$ cat config.mk
export PLATFORM = sky130hd
export DESIGN_NAME = puf_resp_predictor
export DESIGN_NICKNAME = d
export VERILOG_FILES = /design/src/rtl/puf_pred_pkg.sv /design/src/rtl/puf_offset_table.sv /design/src/rtl/puf_stage_walker.sv /design/src/rtl/puf_diff_accum.sv /design/src/rtl/puf_resp_predictor.sv
export SDC_FILE = /design/constraint.sdc
export NUM_CORES = 1
export LEC_CHECK = 0
export CAP_MARGIN = 5
export CORE_ASPECT_RATIO = 1.2
export CORE_MARGIN = 4
export CORE_UTILIZATION = 50
export CTS_CLUSTER_DIAMETER = 200
export CTS_CLUSTER_SIZE = 28
export DETAILED_ROUTE_END_ITERATION = 6
export HOLD_SLACK_MARGIN = 0.1
export PLACE_DENSITY = 0.8
export REMOVE_ABC_BUFFERS = 1
export SYNTH_ARGS = -nofsm -noshare
export SYNTH_HDL_FRONTEND = slang
export SYNTH_SLANG_ARGS = --single-unit
$ cat constraint.sdc
create_clock -name clk -period 9.8 [get_ports clk]
set_input_delay 1.47 -clock clk [delete_from_list [all_inputs] [get_ports clk]]
set_output_delay 1.47 -clock clk [all_outputs]
set_load 0.05 [all_outputs]
$ cat src/rtl/puf_pred_pkg.sv
package puf_pred_pkg;

  typedef struct packed {
    logic resp;
    logic undef;
  } verdict_t;

  // Sign decision on a sign-extended difference.
  function automatic verdict_t classify_diff(input logic signed [63:0] diff);
    verdict_t v;
    v.undef = (diff == 64'sd0);
    v.resp  = (diff > 64'sd0);
    return v;
  endfunction

  // Contribution of one stage: its offset when the bit is set, else zero.
  function automatic logic signed [63:0] stage_term(input logic sel,
                                                    input logic signed [63:0] offset);
    return sel ? offset : 64'sd0;
  endfunction

endpackage

$ cat src/rtl/puf_offset_table.sv
module puf_offset_table #(
  parameter int NUM_STAGES = 8,
  parameter int ENTRY_W    = 16,
  parameter int IDX_W      = $clog2(NUM_STAGES)
) (
  input  logic                      clk,
  input  logic                      rst_n,
  input  logic                      wr_en,
  input  logic [IDX_W-1:0]          wr_idx,
  input  logic signed [ENTRY_W-1:0] wr_data,
  input  logic [IDX_W-1:0]          rd_idx,
  output logic signed [ENTRY_W-1:0] rd_data
);

  logic signed [ENTRY_W-1:0] slot [NUM_STAGES];

  for (genvar s = 0; s < NUM_STAGES; s++) begin : g_slot
    logic hit;
    assign hit = wr_en && (wr_idx == IDX_W'(s));
    always_ff @(posedge clk) begin
      if (!rst_n)   slot[s] <= '0;
      else if (hit) slot[s] <= wr_data;
    end
  end

  assign rd_data = slot[rd_idx];

endmodule

$ cat src/rtl/puf_stage_walker.sv
module puf_stage_walker #(
  parameter int NUM_STAGES = 8,
  parameter int IDX_W      = $clog2(NUM_STAGES)
) (
  input  logic             clk,
  input  logic             rst_n,
  input  logic             start,
  output logic             busy,
  output logic             done,
  output logic [IDX_W-1:0] stage_idx,
  output logic             last_step
);

  localparam logic [IDX_W-1:0] LAST_IDX = IDX_W'(NUM_STAGES - 1);

  assign last_step = busy && (stage_idx == LAST_IDX);

  always_ff @(posedge clk) begin
    if (!rst_n) begin
      busy      <= 1'b0;
      done      <= 1'b0;
      stage_idx <= '0;
    end else begin
      done <= 1'b0;
      if (start) begin
        busy      <= 1'b1;
        stage_idx <= '0;
      end else if (busy) begin
        if (last_step) begin
          busy      <= 1'b0;
          done      <= 1'b1;
          stage_idx <= '0;
        end else begin
          stage_idx <= stage_idx + 1'b1;
        end
      end
    end
  end

endmodule

$ cat src/rtl/puf_diff_accum.sv
module puf_diff_accum
  import puf_pred_pkg::*;
#(
  parameter int NUM_STAGES = 8,
  parameter int ENTRY_W    = 16,
  parameter int ACC_W      = ENTRY_W + $clog2(NUM_STAGES + 1),
  parameter int IDX_W      = $clog2(NUM_STAGES)
) (
  input  logic                      clk,
  input  logic                      rst_n,
  input  logic                      start,
  input  logic [NUM_STAGES-1:0]     chal_in,
  input  logic                      step_en,
  input  logic                      last_step,
  input  logic [IDX_W-1:0]          stage_idx,
  input  logic signed [ENTRY_W-1:0] offset,
  output logic signed [ACC_W-1:0]   pred_diff,
  output logic                      resp_bit,
  output logic                      resp_undef
);

  logic [NUM_STAGES-1:0]   chal_q;
  logic signed [ACC_W-1:0] acc;
  logic signed [ACC_W-1:0] acc_next;
  logic signed [63:0]      term;
  verdict_t                verdict;

  assign term     = stage_term(chal_q[stage_idx], 64'(offset));
  assign acc_next = acc + ACC_W'(term);
  assign verdict  = classify_diff(64'(acc_next));

  always_ff @(posedge clk) begin
    if (!rst_n) begin
      chal_q     <= '0;
      acc        <= '0;
      pred_diff  <= '0;
      resp_bit   <= 1'b0;
      resp_undef <= 1'b1;
    end else if (start) begin
      chal_q <= chal_in;
      acc    <= '0;
    end else if (step_en) begin
      acc <= acc_next;
      if (last_step) begin
        pred_diff  <= acc_next;
        resp_bit   <= verdict.resp;
        resp_undef <= verdict.undef;
      end
    end
  end

endmodule

$ cat src/rtl/puf_resp_predictor.sv
module puf_resp_predictor #(
  parameter int NUM_STAGES = 8,
  parameter int ENTRY_W    = 16,
  localparam int IDX_W     = $clog2(NUM_STAGES),
  localparam int ACC_W     = ENTRY_W + $clog2(NUM_STAGES + 1)
) (
  input  logic                      clk,
  input  logic                      rst_n,
  input  logic                      tbl_wr_en,
  input  logic [IDX_W-1:0]          tbl_wr_idx,
  input  logic signed [ENTRY_W-1:0] tbl_wr_data,
  input  logic                      chal_valid,
  input  logic [NUM_STAGES-1:0]     chal_bits,
  output logic                      busy,
  output logic                      done,
  output logic signed [ACC_W-1:0]   pred_diff,
  output logic                      resp_bit,
  output logic                      resp_undef
);

  logic                      accept_evt;
  logic                      last_step;
  logic [IDX_W-1:0]          stage_idx;
  logic signed [ENTRY_W-1:0] cur_offset;

  assign accept_evt = chal_valid && !busy;

  puf_offset_table #(.NUM_STAGES(NUM_STAGES), .ENTRY_W(ENTRY_W), .IDX_W(IDX_W)) u_table (
    .clk(clk), .rst_n(rst_n), .wr_en(tbl_wr_en), .wr_idx(tbl_wr_idx),
    .wr_data(tbl_wr_data), .rd_idx(stage_idx), .rd_data(cur_offset));

  puf_stage_walker #(.NUM_STAGES(NUM_STAGES), .IDX_W(IDX_W)) u_walker (
    .clk(clk), .rst_n(rst_n), .start(accept_evt), .busy(busy), .done(done),
    .stage_idx(stage_idx), .last_step(last_step));

  puf_diff_accum #(.NUM_STAGES(NUM_STAGES), .ENTRY_W(ENTRY_W), .ACC_W(ACC_W), .IDX_W(IDX_W)) u_accum (
    .clk(clk), .rst_n(rst_n), .start(accept_evt), .chal_in(chal_bits),
    .step_en(busy), .last_step(last_step), .stage_idx(stage_idx),
    .offset(cur_offset), .pred_diff(pred_diff), .resp_bit(resp_bit),
    .resp_undef(resp_undef));

endmodule

==> impl_metrics.toml, run 1 <==
[pwr]
irDropWorstVdd_uv = 126
power_leakage_nw = 3.85
power_frac_comb_pct = 8.1
p_int_mw = 1.36
power.density_nw_per_um2 = 168
seqPwrFrac_pct = 50.6
switching_share_pct = 23.1
clkPwrFrac_pct = 41.3
p_sw_mw = 0.407

[logic_synthesis]
syn_inst = 739
yosysSeqAreaShare_pct = 55.2
synth.distinct_cells = 59
netlist.area_leader.share_pct = 42.4
avgSynthCellArea_um2 = 12.3
synth_common_cells = "134 x and2_1, 128 x edfxtp_1, 63 x nand2_1"
ys_async_sr_fraction_pct = 0
yosys_most_used_dff = "edfxtp_1"
synth_area_leaders = "edfxtp_1 42%, dfxtp_1 13%, and2_1 9.2%, mux4_2 8.4%, mux2i_1 3.6%"
syn-cell-area_um2 = 9060
ys_ff_latch = 186
synth_top_area_cell = "edfxtp_1"
synth_edf_count = 128
synth.most_common_cell = "and2_1"
yosys_warnings = 0

[global_routing]
antenna_found_initial = 0
grt_overflow_total = 0
grt_pass1_vias = 6003
grt_pass1_wl_mm = 31.1
grt_max_degree = 44
grt_usage_pct = 19.9

[setup_path]
cp.required_ns = 10.17
worstPathArrival_ns = 4.79
crit_path_end_kind = "flop"
critPathKind = "reg -> reg"
path_cells = "buf_4 > mux4_2 > mux2i_1 > nor2_1 > ha_1 > fa_1 > a21o_1 > a221oi_4 > nor3b_1 > o311a_1 > or2_1 > a2111oi_2 > and4_1 > a31o_1"
worst_path_max_delay_cell = "mux4_2"
critPathLaunchType = "flop"
critPathMaxFanout = 32
slowest_delay_ns = 0.58

[clock_tree]
cts_hold_buf = 0
cts_made_buffers = 17
ctsResizeCount = 0
clk_path_buf_depth = 2
cts_root_buf = "clkbuf_16"
clock_latency_ns = 0.43
clk_pin_slew_ns = 0.07
cts_tree = "built"
cts_sinks = 186
htreeDepth = 4
cts_setup_buffers = 0

[timing]
finClkSkew_ns = 0.0144
setup_viol = 0
min_period_over_period_pct = 45.1
slew-limit-headroom_pct = 20.0
hold_viol = 0
tightestPinTransition_ns = 1.19
post-route-min-period_ns = 4.42
rsz0062_at_grt = "no"
fin_setup_tns_ns = 0
drv_slew = 0
max_freq_mhz = 226

[floorplanning]
die_h_um = 156
start_util_pct = 51.4
die-area_um2 = 20400
die_w_um = 131
num_rows = 53
core_area_um2 = 17600
pin_count = 55

[run]
drv_cap = 0

[routing]
first_pass_iters = 5
vias = 5835
avgViaCountPerCell = 5.69
drc_errors = 0
wl_per_cell_um = 18.8
postRouteAntennaNets = 0
routed_wl_mm = 19.3
drt_iter0_drc = 428

[outcome]
status = "finished, final reports clean"

[finish]
final_util_pct = 59.6
fin_nets = 845
antennaDiodeCount = 0
drive_above_1_share_pct = 12.0
area_delta_synth_final_pct = 16.0

[hold_path]
hold_class = "reg -> reg"

[placed_design]
hpwl_mm = 12.7
port-buffer-count = 54
routabilityCongestion = 0.886
==> area by class of cell <==
type / instances / area, um2
inverters: 4 / 15.0
multi-input cells: 509 / 3900
well taps: 220 / 275
clock buffers: 17 / 425
flip-flops and latches: 186 / 5010
repair buffers: 74 / 691
clock inverters: 15 / 204
fillers: 1394 / 7120
==> layout by cell type, fill, tap and decap left out, types with 3 or more instances in the layout <==
cell type / n
xor2_1: 7
dfxtp_1: 57
nor3_1: 5
nand2_1: 63
mux2i_1: 33
and2_1: 134
nor2_1: 50
nand3_1: 6
o211a_1: 5
nor2b_1: 3
or3_1: 3
o21ai_1: 6
mux4_2: 34
nand2b_1: 11
inv_6: 6
a21oi_1: 18
inv_8: 4
inv_1: 4
clkdlybuf4s50_1: 54
o211ai_1: 4
clkbuf_16: 17
bufinv_16: 3
xnor2_1: 8
a21boi_0: 21
o21a_1: 6
buf_4: 20
edfxtp_1: 128
o21ai_0: 14
a21o_1: 7
a211oi_1: 8
ha_1: 21
==> power by group through the flow <==
| stage | sequential, mW | clock (mW) | combinational, mW |
|---|---|---|---|
| 3_5_place_dp | 0.908 | 0 | 0.143 |
| 4_1_cts | 0.891 | 0.742 | 0.144 |
| 6_report | 0.891 | 0.728 | 0.144 |
| 5_1_grt | 0.894 | 0.775 | 0.156 |
| 3_3_place_gp | 0.906 | 0 | 0.140 |
| 2_1_floorplan | 0.912 | 0 | 0.0814 |
==> kinds of logic (layout without fill, tap and decap cells) <==
logic type	after synthesis	count (layout)	share of synthesized area, %
simple gates	291	291	17.0
flops	186	186	55.2
compound gates	114	114	9.19
mux	67	67	12.1
buf+inv	44	110	1.96
fa+ha+maj	22	22	3.12
xor+xnor	15	15	1.45
==> metrics by stage <==
stage | total power, mW | instances | worst slack, ns | hold WS, ns | cell area (um2)
final | 1.76 | 1025 | 5.38 | 0.464 | 10500
after global routing | 1.83 | 1025 | 5.07 | 0.484 | 10500
after CTS | 1.78 | 1025 | 5.35 | 0.471 | 10500
after detailed placement | 1.05 | 993 | 5.38 | 0.461 | 9890
after global placement | 1.05 | 993 | 5.50 | 0.450 | 9890
after floorplan | 0.994 | 699 | 5.08 | 0.440 | 8900
==> metal layers <==
layer | track usage [%] | share of wire [%]
met1 | 24.9 | 41
met2 | 34.9 | 53
met3 | 3.47 | 4.9
met4 | 6.22 | 1.5
met5 | 0 | 0
==> critical path: cells and delay by family, from the launching register on <==
| kind | cells | cell delay [ns] |
|---|---|---|
| AO/OA/AOI/OAI | 5 | 1.40 |
| flip-flops | 1 | 0.32 |
| buffers and inverters | 1 | 0.52 |
| multiplexers | 2 | 0.73 |
| AND/OR/NAND/NOR | 4 | 0.68 |
| adder cells (fa/ha/maj) | 2 | 0.69 |
==> worst paths after layout <==
path                               from  slack (ns)                     to  cells past startpoint
setup / recovery                   flop        5.38     u_accum.resp_undef                     14
hold / removal    u_accum.pred_diff[15]        0.46  u_accum.pred_diff[15]                      2
setup reg to reg                   flop        5.38     u_accum.resp_undef                     14
hold reg to reg   u_accum.pred_diff[15]        0.46  u_accum.pred_diff[15]                      2
==> state kept, by name, summed over array words and instances, names as in the netlist, named ones only <==
name	count
u_accum.resp_undef	1
u_accum.chal_q	8
u_walker.done	1
u_accum.resp_bit	1
u_walker.stage_idx	3
u_walker.busy	1
u_accum.acc	20
u_table.slot	128
u_accum.pred_diff	20
Note: power is estimated with default switching activity, not from simulation.
==> inputs of run 2 (changes only) <==
clock period = 4.1 ns   (was 9.8 ns; I/O delays follow)
==> run 2 against run 1 <==
Against the previous run:
- utilization rose by 0.51 points
- sequential share of layout area fell by 0.37 points
- maximum frequency rose by 13%
==> impl_metrics.toml, run 2 (synthesized netlist as in run 1, its figures left out) <==
[routing]
wl_per_cell_um = 18.8
drc_errors = 0
vias = 5966
avgViaCountPerCell = 5.73
first_pass_iters = 6
drt_iter0_drc = 603
postRouteAntennaNets = 0
routed_wl_mm = 19.6

[finish]
largestRegisters = "u_table.slot x128, u_accum.acc x20, u_accum.pred_diff x20"
regMostFlops = "u_table.slot"
fin_area_um2 = 10600
mostFrequentLayoutCell = "and2_1"
layout_common_cells = "134 x and2_1, 128 x edfxtp_1, 63 x nand2_1"
fin_cells = 1041
fin_nets = 861
largest_reg_flops = 128
antennaDiodeCount = 0
drive_above_1_share_pct = 13.8
area_delta_synth_final_pct = 17.0
fill_cells = 1394

[global_routing]
grt_pass1_wl_mm = 30.8
grtUsageMet3_pct = 3.09
grt_max_degree = 42
use_met1_pct = 24.1
grt_overflow_total = 0
grt_usage_pct = 19.9
grt_pass1_vias = 5899
grt.met2_usage_pct = 35.3
top_usage_layer = "met2"
antenna_found_initial = 0

[timing]
max_freq_mhz = 256
setup_viol = 0
post-route-min-period_ns = 3.91
min_period_over_period_pct = 95.3
tightestPinTransition_ns = 1.12
slew-limit-headroom_pct = 24.9
hold_viol = 0
drv_slew = 0
finClkSkew_ns = 0.0151

[setup_path]
critPathLaunchType = "flop"
worstPathArrival_ns = 4.28
path_cells = "buf_12 > mux4_2 > mux2i_2 > nor2_1 > ha_1 > o21a_1 > a211oi_1 > o21bai_1 > xor2_1 > or3_1 > a2111oi_4 > and4_1 > a31o_1"
crit_path_end_kind = "flop"
slowest_delay_ns = 0.53
cp.required_ns = 4.47
critPathMaxFanout = 11
worst_path_max_delay_cell = "mux4_2"
critPathKind = "reg -> reg"

[placed_design]
port-buffer-count = 54
hpwl_mm = 13.0
routabilityCongestion = 0.920
dpl-instance-area_um2 = 10000
dp.cells = 1007

[clock_tree]
clk_path_buf_depth = 2
htreeDepth = 4
cts_root_buf = "clkbuf_16"
clock_latency_ns = 0.43
cts_sinks = 186
clk_pin_slew_ns = 0.07
cts_tree = "built"
cts_hold_buf = 0
cts_made_buffers = 17

[floorplanning]
die_h_um = 156
core_area_um2 = 17600
die_w_um = 131
pin_count = 55
start_util_pct = 51.4
num_rows = 53
die-area_um2 = 20400

[pwr]
p_total_mw = 3.99
irDropWorstVdd_uv = 285
power_frac_comb_pct = 9.2
seqPwrFrac_pct = 53.5
p_int_mw = 3.07
power.density_nw_per_um2 = 376
switching_share_pct = 22.9
p_sw_mw = 0.914
power_leakage_nw = 3.90
clkPwrFrac_pct = 37.3

[outcome]
status = "finished, final reports clean"

[hold_path]
hold_class = "reg -> reg"

[run]
drv_cap = 0
[run 2: changes by cell type in the layout (fill, tap and decap cells not counted), moves of 2 or more]
cell,previous run,this run
clkbuf_1,0,2
buf_4,20,32
inv_8,4,0
buf_12,0,2
nor3_2,2,0
clkinv_2,0,2
inv_4,0,4
inv_6,6,1
nor3_1,5,7
clkbuf_8,0,2
bufinv_16,3,0
[run 2: per-stage QoR]
stage / utilization [%] / hold slack, ns / worst slack (ns) / setup TNS (ns)
global placement: 56.7 / 0.451 / 0.141 / 0
CTS: 59.8 / 0.466 / 0.0690 / 0
floorplan: - / 0.440 / -0.624 / -3.26
finish: 60.1 / 0.460 / 0.195 / 0
global route: 60.1 / 0.491 / -0.00811 / -0.00938
detailed placement: 56.7 / 0.457 / 0.106 / 0
[run 2: layer usage]
layer,wire length (um),up-vias
li1,-,2838
met1,7750,2892
met2,10500,200
met3,924,36
met4,465,0
met5,0,-
[run 2: what timing repair did]
action,in CTS,in global routing
setup endpoints to repair,0,5
endpoints found under the hold margin,0,0
resized for setup,0,9
buffers inserted,0,1
[run 2: final cells by class]
| class | instances | area, um2 | share of cell area [%] |
|---|---|---|---|
| well taps | 220 | 275 | 2.59 |
| flip-flops and latches | 186 | 5010 | 47.2 |
| clock inverters | 11 | 71.3 | 0.672 |
| clock buffers | 21 | 460 | 4.34 |
| repair buffers | 90 | 857 | 8.08 |
| multi-input cells | 509 | 3920 | 37.0 |
| inverters | 4 | 15.0 | 0.142 |
[run 2: worst paths after layout]
check | endpoint | slack (ns) | start | cells past startpoint
setup / recovery | u_accum.resp_undef | 0.19 | flop | 13
hold / removal | u_accum.pred_diff[6] | 0.46 | u_accum.pred_diff[6] | 2
setup reg to reg | u_accum.resp_undef | 0.19 | flop | 13
hold reg to reg | u_accum.pred_diff[6] | 0.46 | u_accum.pred_diff[6] | 2
[run 2: power groups by stage]
| stage | Clock [mW] | Combinational [mW] | Sequential [mW] |
|---|---|---|---|
| after global placement | 0 | 0.351 | 2.17 |
| after floorplan | 0 | 0.195 | 2.18 |
| after global routing | 1.59 | 0.393 | 2.14 |
| after CTS | 1.51 | 0.357 | 2.13 |
| after detailed placement | 0 | 0.354 | 2.17 |
| final | 1.49 | 0.365 | 2.13 |
[run 2: worst max-delay path, delay by kind of cell, from the launching register on]
family | cells | cell delay [ns]
xor+xnor | 1 | 0.15
mux | 2 | 0.78
compound gates | 5 | 1.13
flops | 1 | 0.44
simple gates | 3 | 0.76
fa+ha+maj | 1 | 0.39
buf+inv | 1 | 0.20
==> inputs of run 3 (changes only) <==
--- a/config.mk
+++ b/config.mk
@@ -7,5 +7,5 @@
 export LEC_CHECK = 0
 export CAP_MARGIN = 5
-export CORE_ASPECT_RATIO = 1.2
+export CORE_ASPECT_RATIO = 1.25
 export CORE_MARGIN = 4
 export CORE_UTILIZATION = 50
==> constraint.sdc (replaced) <==
create_clock -name clk -period 4.1 [get_ports clk]
set_input_delay 0.615 -clock clk [delete_from_list [all_inputs] [get_ports clk]]
set_output_delay 0.615 -clock clk [all_outputs]
set_load 0.1 [all_outputs]
==> run 3 against run 2 <==
Against the previous run:
- flip-flop and latch count stayed put
- total power rose by 1.4%
- clock skew down 0.0079 ns
- utilization is 0.26 points lower
- critical endpoint is now u_accum.resp_bit
- largest cell class unchanged
- first-iteration DRC count down 13%
- count of clock-buffer cells in the layout is 2 lower
==> impl_metrics.toml, run 3 (synthesized netlist as in run 1, its figures left out) <==
[finish]
largestRegisters = "u_table.slot x128, u_accum.acc x20, u_accum.pred_diff x20"
antennaDiodeCount = 0
final_util_pct = 59.9
drive_above_1_share_pct = 13.2
area_delta_synth_final_pct = 16.5
multiInputGateArea_um2 = 3910
layout_common_cells = "134 x and2_1, 128 x edfxtp_1, 63 x nand2_1"
ff_latch_area_um2 = 5010
regMostFlops = "u_table.slot"
largest_reg_flops = 128
fin_nets = 858
fill_cells = 1377
mostFrequentLayoutCell = "and2_1"

[run]
drv_cap = 0

[timing]
hold_viol = 0
drv_slew = 0
rsz0062_at_grt = "no"
min_period_over_period_pct = 95.0
slew-limit-headroom_pct = 34.2
tightestPinTransition_ns = 0.984
setup_viol = 0
fin_setup_tns_ns = 0
post-route-min-period_ns = 3.89
max_freq_mhz = 257
finClkSkew_ns = 0.00711

[placed_design]
hpwl_mm = 13.3
routabilityCongestion = 0.918
port-buffer-count = 54

[hold_path]
hold_class = "reg -> reg"
hold_depth = 2
hp-start = "u_accum.pred_diff[6]"
min_to = "u_accum.pred_diff[6]"

[pwr]
power.density_nw_per_um2 = 383
p_total_mw = 4.04
power_leakage_nw = 3.87
irDropWorstVdd_uv = 322

[floorplanning]
num_rows = 54
core_area_um2 = 17600
die_h_um = 159
die_w_um = 128
die-area_um2 = 20400
pin_count = 55
start_util_pct = 51.4

[clock_tree]
clk_path_buf_depth = 2
cts_tree = "built"
clock_latency_ns = 0.44
cts_root_buf = "clkbuf_16"
clk_pin_slew_ns = 0.07
htreeDepth = 4
cts_made_buffers = 17
cts_hold_buf = 0
cts_sinks = 186

[global_routing]
grt_max_degree = 36
grt_overflow_total = 0
antenna_found_initial = 0
grt_usage_pct = 20.8
grt_pass1_vias = 6039
grt_pass1_wl_mm = 32.1

[routing]
wl_per_cell_um = 19.1
routed_wl_mm = 19.9
avgViaCountPerCell = 5.67
drt_iter0_drc = 524
first_pass_iters = 5
postRouteAntennaNets = 0
vias = 5913
drc_errors = 0

[setup_path]
r2r_start = "u_walker.stage_idx[0]"
worstPathArrival_ns = 4.20
critPathMaxFanout = 9
crit_path_end_kind = "flop"
r2r-end = "u_accum.resp_bit"
cp.required_ns = 4.41
regToRegSetupSlack_ns = 0.21
critPathKind = "reg -> reg"
r2r_cells = 14
critPathLaunchType = "flop"

[outcome]
status = "finished, final reports clean"
run 3: cell types whose count changed in the layout (fill, tap and decap cells not counted), sizes merged:
cell	before	now
bufinv	0	1
clkinv	3	4
clkdlybuf4s50	54	53
clkinvlp	2	3
buf	35	34
inv	10	9
clkbuf	22	19
run 3: cell type report:
cell class	count	area share (%)
timing repair buffer	87	7.56
clock buffer	19	4.10
multi-input combinational	509	37.0
sequential	186	47.4
inverter	4	0.142
tap	224	2.65
clock inverter	13	1.13
run 3: critical path, cell delays in order, from the launching register on:
cell     delay [ns]
dfxtp_4        0.38
mux4_2         0.49
mux2i_1        0.15
buf_4          0.17
buf_4          0.17
nor2_1         0.06
ha_1           0.41
a21o_4         0.27
a32oi_1        0.27
o21ai_0        0.19
o21ai_0        0.37
xor2_1         0.32
nor3b_1        0.22
and4_1         0.23
a21oi_1        0.07
run 3: worst max path at each step:
stage / start / to / slack (ns) / depth (start not counted)
global route: flop / u_accum.resp_undef / 0.02 / 13
floorplan: flop / u_accum.resp_bit / -0.62 / 13
detailed placement: u_walker.stage_idx[0] / u_accum.resp_bit / 0.09 / 14
CTS: u_walker.stage_idx[0] / u_accum.resp_undef / 0.06 / 14
global placement: u_walker.stage_idx[0] / u_accum.resp_bit / 0.19 / 14
finish: u_walker.stage_idx[0] / u_accum.resp_bit / 0.21 / 14
run 3: power breakdown:
| group | switching [mW] | internal, mW |
|---|---|---|
| sequential | 0.0321 | 2.10 |
| clock | 0.713 | 0.842 |
| combinational | 0.198 | 0.157 |
| total | 0.943 | 3.10 |
run 3: timing repair:
action,CTS,global route
buffers inserted,0,0
gates resized for setup,0,5
setup endpoints to repair,0,5
run 3: per-layer routing:
metal | share of wire (%) | GRT usage [%]
met1 | 40 | 24.9
met5 | 0 | 0
met3 | 4.4 | 3.99
met2 | 53 | 37.4
met4 | 2.3 | 7.18
run 3: per-stage QoR:
stage	setup WS [ns]	hold WS [ns]	cell area (um2)	std cells
after floorplan	-0.624	0.440	8900	699
after global placement	0.186	0.450	9990	1010
after detailed placement	0.0919	0.456	9990	1010
after CTS	0.0625	0.465	10500	1042
after global routing	0.0192	0.480	10600	1042
final	0.206	0.460	10600	1042
